### src/rtl/sysctl_pkg.sv
package sysctl_pkg;

    localparam int unsigned DW = 32;

    // word indices whose positions the host software decodes
    localparam int unsigned IX_ID       = 0;
    localparam int unsigned IX_PROC     = 1;
    localparam int unsigned IX_OSC      = 2;
    localparam int unsigned IX_CTRL     = 3;
    localparam int unsigned IX_STAT     = 4;
    localparam int unsigned IX_LOCK     = 5;
    localparam int unsigned IX_AUX      = 7;
    localparam int unsigned IX_SDRAM    = 8;
    localparam int unsigned IX_INIT     = 9;
    localparam int unsigned IX_FLAG_SET = 12;
    localparam int unsigned IX_FLAG_CLR = 13;
    localparam int unsigned IX_NV_SET   = 14;
    localparam int unsigned IX_NV_CLR   = 15;
    localparam int unsigned SPD_BASE_IX = 64;
    localparam int unsigned SPD_SPAN    = 64;
    localparam int unsigned SPD_BYTES   = 32;

    localparam logic [DW-1:0] ID_WORD    = 32'h411A_3001;
    localparam logic [DW-1:0] STAT_WORD  = 32'h0010_0000;
    localparam logic [DW-1:0] OSC_RST    = 32'h0100_0048;
    localparam logic [DW-1:0] AUX_RST    = 32'h0007_FEFF;
    localparam logic [DW-1:0] SDRAM_BASE = 32'h0001_1122;
    localparam logic [DW-1:0] INIT_RST   = 32'h0000_0112;
    localparam logic [15:0]   UNLOCK_KEY = 16'hA05F;

    localparam int unsigned REMAP_BIT = 2;
    localparam int unsigned LED_BIT   = 0;

    typedef enum logic {
        LOCK_SHUT = 1'b0,
        LOCK_OPEN = 1'b1
    } lock_state_e;

    typedef enum logic {
        MAP_ALIAS  = 1'b0,
        MAP_DIRECT = 1'b1
    } map_state_e;

    function automatic logic [DW-1:0] size_code(input int unsigned mb);
        if (mb >= 256)      return 32'h10;
        else if (mb >= 128) return 32'h0C;
        else if (mb >= 64)  return 32'h08;
        else if (mb >= 32)  return 32'h04;
        else                return 32'h00;
    endfunction

    function automatic logic [7:0] density(input int unsigned mb);
        if (mb >= 256)      return 8'd64;
        else if (mb >= 128) return 8'd32;
        else if (mb >= 64)  return 8'd16;
        else if (mb >= 32)  return 8'd4;
        else                return 8'd2;
    endfunction

    // presence-detect bytes; the last entry carries the density
    function automatic logic [7:0] spd_byte(input int unsigned k, input int unsigned mb);
        case (k)
            0:  return 8'd128;
            1:  return 8'd8;
            2:  return 8'd4;
            3:  return 8'd11;
            4:  return 8'd9;
            5:  return 8'd1;
            6:  return 8'd64;
            8:  return 8'd2;
            9:  return 8'hA0;
            10: return 8'hA0;
            13: return 8'd8;
            15: return 8'd1;
            16: return 8'h0E;
            17: return 8'd4;
            18: return 8'h1C;
            19: return 8'd1;
            20: return 8'd2;
            21: return 8'h20;
            22: return 8'hC0;
            27: return 8'h30;
            28: return 8'h28;
            29: return 8'h30;
            30: return 8'h28;
            31: return density(mb);
            default: return 8'h00;
        endcase
    endfunction

endpackage

### src/rtl/sysctl_lock.sv
module sysctl_lock
    import sysctl_pkg::*;
(
    input  logic        clk_i,
    input  logic        rst_i,
    input  logic        wr_i,
    input  logic [15:0] key_i,
    output logic [15:0] key_o,
    output logic        open_o
);

    lock_state_e state_q, state_d;
    logic [15:0] key_q;

    // state register
    always_ff @(posedge clk_i) begin
        if (rst_i) begin
            state_q <= LOCK_SHUT;
            key_q   <= '0;
        end else begin
            state_q <= state_d;
            if (wr_i) key_q <= key_i;
        end
    end

    // next state
    always_comb begin
        state_d = state_q;
        unique case (state_q)
            LOCK_SHUT: if (wr_i && key_i == UNLOCK_KEY) state_d = LOCK_OPEN;
            LOCK_OPEN: if (wr_i && key_i != UNLOCK_KEY) state_d = LOCK_SHUT;
            default:   state_d = LOCK_SHUT;
        endcase
    end

    // outputs
    always_comb begin
        open_o = (state_q == LOCK_OPEN);
        key_o  = key_q;
    end

    // the mode bit and the stored key never disagree
    p_state_key_r2: assert property (@(posedge clk_i) disable iff (rst_i)
        (state_q == LOCK_OPEN) == (key_q == UNLOCK_KEY));

    // an open lock closes on any other written key
    p_close_r2: assert property (@(posedge clk_i) disable iff (rst_i)
        (open_o && wr_i && key_i != UNLOCK_KEY) |=> !open_o);

endmodule

### src/rtl/sysctl_flagpair.sv
module sysctl_flagpair #(
    parameter int unsigned W = 32
) (
    input  logic         clk_i,
    input  logic         rst_i,
    input  logic         set_i,
    input  logic         clr_i,
    input  logic [W-1:0] data_i,
    output logic [W-1:0] flags_o
);

    logic [W-1:0] flags_q;

    always_ff @(posedge clk_i) begin
        if (rst_i)      flags_q <= '0;
        else if (set_i) flags_q <= flags_q | data_i;
        else if (clr_i) flags_q <= flags_q & ~data_i;
    end

    assign flags_o = flags_q;

    // set bits stick, cleared bits drop, idle holds
    p_set_sticky_r6: assert property (@(posedge clk_i) disable iff (rst_i)
        set_i |=> (flags_o & $past(data_i)) == $past(data_i));

    p_clear_r6: assert property (@(posedge clk_i) disable iff (rst_i)
        (clr_i && !set_i) |=> (flags_o & $past(data_i)) == '0);

    p_hold_r6: assert property (@(posedge clk_i) disable iff (rst_i)
        (!set_i && !clr_i) |=> $stable(flags_o));

endmodule

### src/rtl/sysctl_remap.sv
module sysctl_remap
    import sysctl_pkg::*;
(
    input  logic          clk_i,
    input  logic          rst_i,
    input  logic          ctrl_wr_i,
    input  logic          init_wr_i,
    input  logic [DW-1:0] wdata_i,
    output logic [DW-1:0] init_o,
    output logic          remap_o,
    output logic          led_o
);

    map_state_e    state_q, state_d;
    logic [DW-1:0] init_q, init_d;
    logic          led_q;
    logic          bit_moves;

    assign bit_moves = ctrl_wr_i && (init_q[REMAP_BIT] != wdata_i[REMAP_BIT]);

    // state register and stored words
    always_ff @(posedge clk_i) begin
        if (rst_i) begin
            state_q <= MAP_ALIAS;
            init_q  <= INIT_RST;
            led_q   <= 1'b0;
        end else begin
            state_q <= state_d;
            init_q  <= init_d;
            if (ctrl_wr_i) led_q <= wdata_i[LED_BIT];
        end
    end

    // next state
    always_comb begin
        state_d = state_q;
        unique case (state_q)
            MAP_ALIAS:  if (bit_moves &&  wdata_i[REMAP_BIT]) state_d = MAP_DIRECT;
            MAP_DIRECT: if (bit_moves && !wdata_i[REMAP_BIT]) state_d = MAP_ALIAS;
            default:    state_d = MAP_ALIAS;
        endcase
    end

    // init word update
    always_comb begin
        init_d = init_q;
        if (ctrl_wr_i) begin
            init_d[REMAP_BIT] = ~wdata_i[REMAP_BIT];
            init_d[LED_BIT]   = ~wdata_i[LED_BIT];
        end else if (init_wr_i) begin
            init_d = wdata_i;
        end
    end

    // outputs
    always_comb begin
        remap_o = (state_q == MAP_ALIAS);
        led_o   = led_q;
        init_o  = init_q;
    end

    // remap moves only when the control bit differs from the stored one
    p_remap_move_r7: assert property (@(posedge clk_i) disable iff (rst_i)
        bit_moves |=> remap_o == !$past(wdata_i[REMAP_BIT]));

    p_remap_keep_r7: assert property (@(posedge clk_i) disable iff (rst_i)
        !bit_moves |=> $stable(remap_o));

    p_led_r7: assert property (@(posedge clk_i) disable iff (rst_i)
        ctrl_wr_i |=> led_o == $past(wdata_i[LED_BIT]));

    p_init_keep_r7: assert property (@(posedge clk_i) disable iff (rst_i)
        ctrl_wr_i |=> (init_o[DW-1:3] == $past(init_o[DW-1:3])) && (init_o[1] == $past(init_o[1])));

    // whole-word load of init
    p_init_load_r8: assert property (@(posedge clk_i) disable iff (rst_i)
        (init_wr_i && !ctrl_wr_i) |=> init_o == $past(wdata_i));

endmodule

### src/rtl/sysctl_spd.sv
module sysctl_spd
    import sysctl_pkg::*;
#(
    parameter int unsigned AW     = 8,
    parameter int unsigned MEM_MB = 128
) (
    input  logic [AW-1:0] idx_i,
    output logic          hit_o,
    output logic [DW-1:0] data_o
);

    localparam int unsigned   TW    = $clog2(SPD_BYTES);
    localparam logic [AW-1:0] BASE  = AW'(SPD_BASE_IX);
    localparam logic [AW-1:0] SPAN  = AW'(SPD_SPAN);
    localparam logic [AW-1:0] LIMIT = AW'(SPD_BYTES);

    logic [7:0]    tbl [SPD_BYTES];
    logic [AW-1:0] off;

    for (genvar g = 0; g < SPD_BYTES; g++) begin : g_tbl
        assign tbl[g] = spd_byte(g, MEM_MB);
    end

    always_comb begin
        off    = idx_i - BASE;
        hit_o  = (idx_i >= BASE) && (off < SPAN);
        data_o = '0;
        if (hit_o && off < LIMIT) data_o = {24'h0, tbl[off[TW-1:0]]};
    end

endmodule

### src/rtl/sysctl_regs.sv
module sysctl_regs
    import sysctl_pkg::*;
#(
    parameter int unsigned AW     = 8,
    parameter int unsigned MEM_MB = 128
) (
    input  logic          clk_i,
    input  logic          rst_i,
    input  logic          sel_i,
    input  logic          we_i,
    input  logic [AW-1:0] addr_i,
    input  logic [DW-1:0] wdata_i,
    output logic [DW-1:0] rdata_o,
    output logic          err_o,
    output logic          remap_o,
    output logic          led_o
);

    localparam logic [AW-1:0] A_ID    = AW'(IX_ID);
    localparam logic [AW-1:0] A_PROC  = AW'(IX_PROC);
    localparam logic [AW-1:0] A_OSC   = AW'(IX_OSC);
    localparam logic [AW-1:0] A_CTRL  = AW'(IX_CTRL);
    localparam logic [AW-1:0] A_STAT  = AW'(IX_STAT);
    localparam logic [AW-1:0] A_LOCK  = AW'(IX_LOCK);
    localparam logic [AW-1:0] A_AUX   = AW'(IX_AUX);
    localparam logic [AW-1:0] A_SDRAM = AW'(IX_SDRAM);
    localparam logic [AW-1:0] A_INIT  = AW'(IX_INIT);
    localparam logic [AW-1:0] A_FSET  = AW'(IX_FLAG_SET);
    localparam logic [AW-1:0] A_FCLR  = AW'(IX_FLAG_CLR);
    localparam logic [AW-1:0] A_NSET  = AW'(IX_NV_SET);
    localparam logic [AW-1:0] A_NCLR  = AW'(IX_NV_CLR);
    localparam logic [DW-1:0] SDRAM_RST = SDRAM_BASE | size_code(MEM_MB);
    localparam int unsigned   N_FLAGS = 2;

    logic          wr, rd;
    logic          wr_osc, wr_aux;
    logic          lock_open;
    logic [15:0]   lock_key;
    logic [DW-1:0] osc_q, aux_q, sdram_q;
    logic [DW-1:0] init_w;
    logic [DW-1:0] flag_w [N_FLAGS];
    logic          spd_hit;
    logic [DW-1:0] spd_data;
    logic          known;
    logic [DW-1:0] rd_d;
    logic [DW-1:0] rdata_q;
    logic          err_q;

    assign wr     = sel_i && we_i;
    assign rd     = sel_i && !we_i;
    assign wr_osc = wr && addr_i == A_OSC;
    assign wr_aux = wr && addr_i == A_AUX;

    sysctl_lock u_lock (
        .clk_i  (clk_i),
        .rst_i  (rst_i),
        .wr_i   (wr && addr_i == A_LOCK),
        .key_i  (wdata_i[15:0]),
        .key_o  (lock_key),
        .open_o (lock_open)
    );

    sysctl_remap u_remap (
        .clk_i     (clk_i),
        .rst_i     (rst_i),
        .ctrl_wr_i (wr && addr_i == A_CTRL),
        .init_wr_i (wr && addr_i == A_INIT),
        .wdata_i   (wdata_i),
        .init_o    (init_w),
        .remap_o   (remap_o),
        .led_o     (led_o)
    );

    // flag word g: set at word 12+2g, clear at word 13+2g
    for (genvar g = 0; g < N_FLAGS; g++) begin : g_flags
        localparam logic [AW-1:0] A_SET = AW'(IX_FLAG_SET + 2 * g);
        localparam logic [AW-1:0] A_CLR = AW'(IX_FLAG_CLR + 2 * g);
        sysctl_flagpair #(.W(DW)) u_pair (
            .clk_i   (clk_i),
            .rst_i   (rst_i),
            .set_i   (wr && addr_i == A_SET),
            .clr_i   (wr && addr_i == A_CLR),
            .data_i  (wdata_i),
            .flags_o (flag_w[g])
        );
    end

    sysctl_spd #(.AW(AW), .MEM_MB(MEM_MB)) u_spd (
        .idx_i  (addr_i),
        .hit_o  (spd_hit),
        .data_o (spd_data)
    );

    // plain storage words
    always_ff @(posedge clk_i) begin
        if (rst_i) begin
            osc_q   <= OSC_RST;
            aux_q   <= AUX_RST;
            sdram_q <= SDRAM_RST;
        end else begin
            if (wr_osc && lock_open) osc_q <= wdata_i;
            if (wr_aux && lock_open) aux_q <= wdata_i;
            if (wr && addr_i == A_SDRAM) sdram_q <= wdata_i;
        end
    end

    // decode and read mux
    always_comb begin
        known = spd_hit;
        rd_d  = '0;
        case (addr_i)
            A_ID:    begin known = 1'b1; rd_d = ID_WORD;   end
            A_PROC:  begin known = 1'b1; rd_d = '0;        end
            A_OSC:   begin known = 1'b1; rd_d = osc_q;     end
            A_CTRL:  begin known = 1'b1; rd_d = '0;        end
            A_STAT:  begin known = 1'b1; rd_d = STAT_WORD; end
            A_LOCK:  begin known = 1'b1; rd_d = {15'h0, lock_open, lock_key}; end
            A_AUX:   begin known = 1'b1; rd_d = aux_q;     end
            A_SDRAM: begin known = 1'b1; rd_d = sdram_q;   end
            A_INIT:  begin known = 1'b1; rd_d = init_w;    end
            A_FSET:  begin known = 1'b1; rd_d = flag_w[0]; end
            A_FCLR:  begin known = 1'b1; rd_d = '0;        end
            A_NSET:  begin known = 1'b1; rd_d = flag_w[1]; end
            A_NCLR:  begin known = 1'b1; rd_d = '0;        end
            default: rd_d = spd_data;
        endcase
    end

    // registered read port and error pulse
    always_ff @(posedge clk_i) begin
        if (rst_i) begin
            rdata_q <= '0;
            err_q   <= 1'b0;
        end else begin
            if (rd) rdata_q <= rd_d;
            err_q <= sel_i && !known;
        end
    end

    assign rdata_o = rdata_q;
    assign err_o   = err_q;

    // a shut lock keeps both oscillator words
    p_osc_gate_r3: assert property (@(posedge clk_i) disable iff (rst_i)
        (wr_osc && !lock_open) |=> $stable(osc_q));

    p_aux_gate_r3: assert property (@(posedge clk_i) disable iff (rst_i)
        (wr_aux && !lock_open) |=> $stable(aux_q));

    // an error pulse always follows an access
    p_err_cause_r10: assert property (@(posedge clk_i) disable iff (rst_i)
        err_o |-> $past(sel_i));

    // read data moves only after a read
    p_rdata_hold_r11: assert property (@(posedge clk_i) disable iff (rst_i)
        !rd |=> $stable(rdata_o));

    // identification word
    p_id_r1: assert property (@(posedge clk_i) disable iff (rst_i)
        (rd && addr_i == A_ID) |=> rdata_o == ID_WORD);

endmodule

### config.mk
export PLATFORM = sky130hd
export DESIGN_NAME = sysctl_regs
export DESIGN_NICKNAME = d
export VERILOG_FILES = /design/src/rtl/sysctl_pkg.sv /design/src/rtl/sysctl_lock.sv /design/src/rtl/sysctl_flagpair.sv /design/src/rtl/sysctl_remap.sv /design/src/rtl/sysctl_spd.sv /design/src/rtl/sysctl_regs.sv
export SDC_FILE = /design/constraint.sdc
export NUM_CORES = 1
export LEC_CHECK = 0
export ABC_AREA = 1
export BUFFER_PORTS_ARGS = -buffer_cell sky130_fd_sc_hd__buf_2
export CORE_ASPECT_RATIO = 0.8
export CORE_MARGIN = 3
export CORE_UTILIZATION = 55
export CTS_BUF_LIST = sky130_fd_sc_hd__clkbuf_2 sky130_fd_sc_hd__clkbuf_4 sky130_fd_sc_hd__clkbuf_8
export DETAILED_ROUTE_END_ITERATION = 6
export MAX_ROUTING_LAYER = met4
export PLACE_DENSITY = 0.79
export SLEW_MARGIN = 15
export SYNTH_ARGS = -nofsm -noshare
export SYNTH_HDL_FRONTEND = slang
export SYNTH_SLANG_ARGS = --single-unit
export TNS_END_PERCENT = 5
### constraint.sdc
create_clock -name clk_i -period 1.6 [get_ports clk_i]
set_input_delay 0.32 -clock clk_i [delete_from_list [all_inputs] [get_ports clk_i]]
set_output_delay 0.32 -clock clk_i [all_outputs]
set_load 0.03 [all_outputs]
Word level (Yosys, flattened, before mapping)
Memories as Yosys holds them, arrays and structs flattened.
Index checks and enable logic that the tools add are counted.
Widths: inputs -> output; s select.
{ "classes": {"n_addsub": 1, "n_mul": 0, "div_mod_pow": 0, "order_cmp": 4, "n_eq_ne": 15, "n_shift": 0, "muxes": 18, "bitwise": 11, "reduce_logical": 32} }
{ "ops": {"columns": ["cell", "count"], "rows": [
  ["$pmux 32 s10", 1],
  ["$mux 32", 4],
  ["$and 32x32->32", 2],
  ["$or 32x32->32", 2],
  ["$eq 8x4->1 const B", 6],
  ["$not 32->32", 1],
  ["$eq 8x3->1 const B", 3],
  ["$mux 8", 3],
  ["$logic_and 1x1->1", 22],
  ["$eq 16x16->1 const B", 1],
  ["$eq 8x2->1 const B", 2],
  ["$ne 16x16->1 const B", 1],
  ["$reduce_or 13->1", 1],
  ["$eq 8x1->1 const B", 1],
  ["$ge 8x7->1 const B", 1],
  ["$logic_not 8->1", 1],
  ["$lt 8x6->1 const B", 1],
  ["$lt 8x7->1 const B", 1],
  ["$sub 8x7->8 const B", 1],
  ["$mux 1", 7],
  ["$ge 6x6->1 const B", 1],
  ["$not 5->6", 1],
  ["$reduce_bool 2->1", 3],
  ["$not 1->1", 5],
  ["other kinds (6)", 9]
]} }
{ "totals": {"reg_bits": 244, "latchBits": 0, "ramBits": 0, "romBits": 256, "in_bits": 44, "output_inout_bits": 35, "mem_count": 1} }
{ "mem_list": {"columns": ["name", "words", "width", "read_ports", "rd_clocked_by_memory_dff", "write_ports", "line", "source"], "rows": [
  ["(no name shown)", 32, 8, 1, 0, 0, "sysctl_spd.sv:28", "if (hit_o && off < LIMIT) data_o = {24'h0, tbl[off[TW-1:0]]};"]
]} }

Depth between registers and ports, before layout
{ "logic_depth": {"ltp_word": 7, "ltp_mapped": 12} }

Modules after synthesis
A second synthesis with hierarchy kept.
{ "hier_totals": {"hier_cells": 1841, "area_unflattened_um2": 12654.6} }
{ "modules_own_cells": {"columns": ["module", "instances", "cells_each", "area_per_inst_um2", "seq_area_each_um2"], "rows": [
  ["sysctl_regs", 1, 1163, 7513.5, 2582.5],
  ["sysctl_flagpair", 2, 169, 1345.0, 640.6],
  ["sysctl_remap", 1, 158, 1242.4, 680.7],
  ["sysctl_lock", 1, 85, 641.9, 340.3],
  ["sysctl_spd", 1, 97, 566.8, 0.0]
]} }

Worst setup path before layout
Ideal clock, no wire load.
{ "synth_timing": {"path_kind": "input to register", "from": "in addr_i[0]", "to": "reg sdram_q[12]", "arrival_ns": 1.643, "required_ns": 1.460, "setup_slack_ns": -0.183, "stages": 11, "n_path_buf": 2, "cell_sequence": "inv_1 ha_1 clkbuf_1 nand3_2 nor2_8 inv_2 nor2_8 inv_2 buf_4 nand2_1 o211ai_2"} }
{ "synth_via": {"elab_chain_len": 2} }
{ "synth_lines": {"columns": ["item", "line", "source"], "rows": [
  ["from (decl)", "sysctl_regs.sv:11", "input logic [AW-1:0] addr_i,"],
  ["$eq 8x4->1", "sysctl_regs.sv:103", "if (wr && addr_i == A_SDRAM) sdram_q <= wdata_i;"],
  ["$logic_and 1x1->1", "sysctl_regs.sv:103", null],
  ["to (signal assigned)", "sysctl_regs.sv:103", null],
  ["to (decl)", "sysctl_regs.sv:39", "logic [DW-1:0] osc_q, aux_q, sdram_q;"]
]} }
No other way between the ends.
A chain may end at the register's enable or synchronous reset.

==> impl_metrics.yaml <==
power_and_ir_drop:
  swShare: 0.240
  vdd_ir_drop_max_uv: 1030
  leakage_nw: 5.79
  sequentialPowerShare: 0.505
  finalPower_w: 0.0121
  p_per_area_mw_per_mm2: 946
  p_int_w: 0.00918
  power_switching_w: 0.00290
  combPwrFrac: 0.055
  p_clk_frac: 0.440
place:
  dp_cells: 1790
  io_buffers: 78
  dpl.hpwl_mm: 20.9
  routabilityCongestion: 0.957
timing:
  worstMarginPinSlew_ps: 549
  drv_slew: 0
  finalHoldViolCount: 0
  fmax_ghz: 0.676
  setup_violations: 0
  min_period_ps: 1480
  fin_worst_skew_ps: 23.2
  relSlewSlack: 0.631
  rsz0062_at_grt: "no"
  period_share: 0.924
cells_and_area:
  final_nets: 1626
  drive_gt1_frac: 0.182
  syn_to_final_growth_pct: 20.1
  finalNonFillerCells: 1853
  utilization: 0.688
  antenna_cells: 0
die:
  fp.dieW_um: 161
  dieArea_mm2: 0.0210
  boundaryPins: 79
  design.core.area_mm2: 0.0186
  rows: 44
  start_util: 0.573
  die-height_um: 130
grt:
  grt_max_degree: 101
  grt_usage: 0.316
  antenna_found_initial: 0
  grt_pass1_wl_mm: 52.0
  overflow: 0
  grt_pass1_vias: 10059
worst_setup_path:
  crit_arrival_ps: 1160
  crit_type: "reg -> out"
  cp_max_fo: 3
  required_ps: 1280
  end_kind: "output pin"
  reg2reg_depth: 7
  cp-start-kind: "flop"
min_path:
  min_from: "wdata_i[23]"
  hold_depth: 3
  worstHoldPathType: "in -> reg"
yosys:
  syn_nets: 1494
  synth.distinct_cells: 37
  synth-main-ff-cell: "dfxtp_1"
  synth-async-reset-ratio: 0
  ys_warn_count: 0
  ys_ff_latch: 244
  synth_edf_count: 0
  synth.top_cell.area_share: 0.460
  synth-seq-area-share: 0.460
  syn_avg_cell_area_um2: 7.36
  synth_common_cells: "nand2_1, dfxtp_1, a21oi_1"
  synthTopCellsByArea: "dfxtp_1, nand2_1, a21oi_1, o21ai_0, nor2_1"
  netlist_area_mm2: 0.0106
  synth.largest_area_cell: "dfxtp_1"
  netlist_instances: 1445
  synth.most_common_cell: "nand2_1"
route:
  drt.antenna.violating_nets: 0
  via_count: 10530
  drt_wl_total_mm: 32.2
  wl_per_cell_um: 17.4
  viasPerCell: 5.68
  drt_first_pass_iters: 5
  drtIter0Drc: 1081
  drc: 0
clock_network:
  cts_max_level: 2
  clkLatencyLatePin_ps: 550
  clkTransAtPathRegs_ps: 70
  numCtsBuffers: 38
  ctsResizeCount: 0
  cts-root-buf: "clkbuf_8"
  cts_tree: "built"
  cts_hold_buf: 0
  clock_path_buffers: 3
  clock-sinks: 244
  cts_setup_buffers: 0
outcome:
  status: "completed"
run:
  cap_viol_max_count: 0
-- worst max-delay path: stages (launching register included) --
cell and delay (ps):
dfxtp_1 390, inv_1 50, buf_2 170
-- per-stage QoR --
step | worst slack, ps | hold slack [ps] | setup TNS (ps) | area (um^2)
after global routing | 24.7 | 21.5 | 0 | 12800
final | 121 | 30.8 | 0 | 12800
after CTS | 95.5 | 5.40 | 0 | 12800
after detailed placement | -301 | 440 | -46060 | 12000
after global placement | -216 | 434 | -35360 | 12000
after floorplan | 0.444 | 421 | 0 | 10700
-- power by group through the flow --
stage / registers [W] / clock network [W] / logic [W]
floorplan: 0.00625 / 0 / 0.000306
global placement: 0.00623 / 0 / 0.000645
detailed placement: 0.00623 / 0 / 0.000650
CTS: 0.00610 / 0.00540 / 0.000655
global route: 0.00609 / 0.00567 / 0.000720
finish: 0.00610 / 0.00531 / 0.000670
-- cell type report --
cell class | instances | area (um^2)
Tap cell | 253 | 317
Timing Repair Buffer | 183 | 1570
Fill cell | 1567 | 5790
Multi-Input combinational cell | 1039 | 4960
Clock buffer | 57 | 722
Inverter | 71 | 273
Sequential cell | 244 | 4880
Clock inverter | 6 | 38.8
-- cell usage in the layout, fill, tap and decap left out, types with 2 or more instances in the layout --
cell       count
nand2_1      440
dfxtp_1      244
a21oi_1      219
o21ai_0      162
buf_2         77
buf_4         75
nor2_1        65
inv_1         58
clkbuf_8      47
nand3_1       37
buf_12        31
o211ai_1      27
o21ai_1       26
clkbuf_4      10
inv_2          8
a22oi_1        7
o211ai_2       6
nor2_4         5
nor2_8         5
nand2_2        5
clkinv_2       5
a31oi_1        4
ha_1           4
nor2_2         3
nand2_4        3
nand4_1        3
nor4_1         3
o2bb2ai_1      2
nor3_1         2
inv_4          2
clkinv_1       2
a211oi_1       2
nor3_4         2
-- logic make-up (layout without fill, tap and decap cells) --
| kind of cell | Yosys count | count (layout) | synth area share |
|---|---|---|---|
| and+or+nand+nor | 576 | 576 | 0.228 |
| adders and majority gates | 5 | 5 | 0.00589 |
| AOI/OAI and AO/OA | 458 | 458 | 0.230 |
| buffers and inverters | 162 | 317 | 0.0758 |
| DFF | 244 | 244 | 0.460 |
-- per-layer routing --
layer	routed length [um]	vias to the layer above	global-route usage
met5	0	-	-
met3	3120	89	0.0562
met1	14500	4834	0.431
met4	1060	0	0.123
met2	13600	544	0.470
li1	-	5063	-
-- final timing paths --
check                           slack (ps)         to
worst max register to register         220  osc_q[13]
worst min register to register         450  osc_q[30]
worst min-delay path                    30       flop
worst max-delay path                   120    remap_o
No activity file was read; power rests on OpenSTA's default activity.
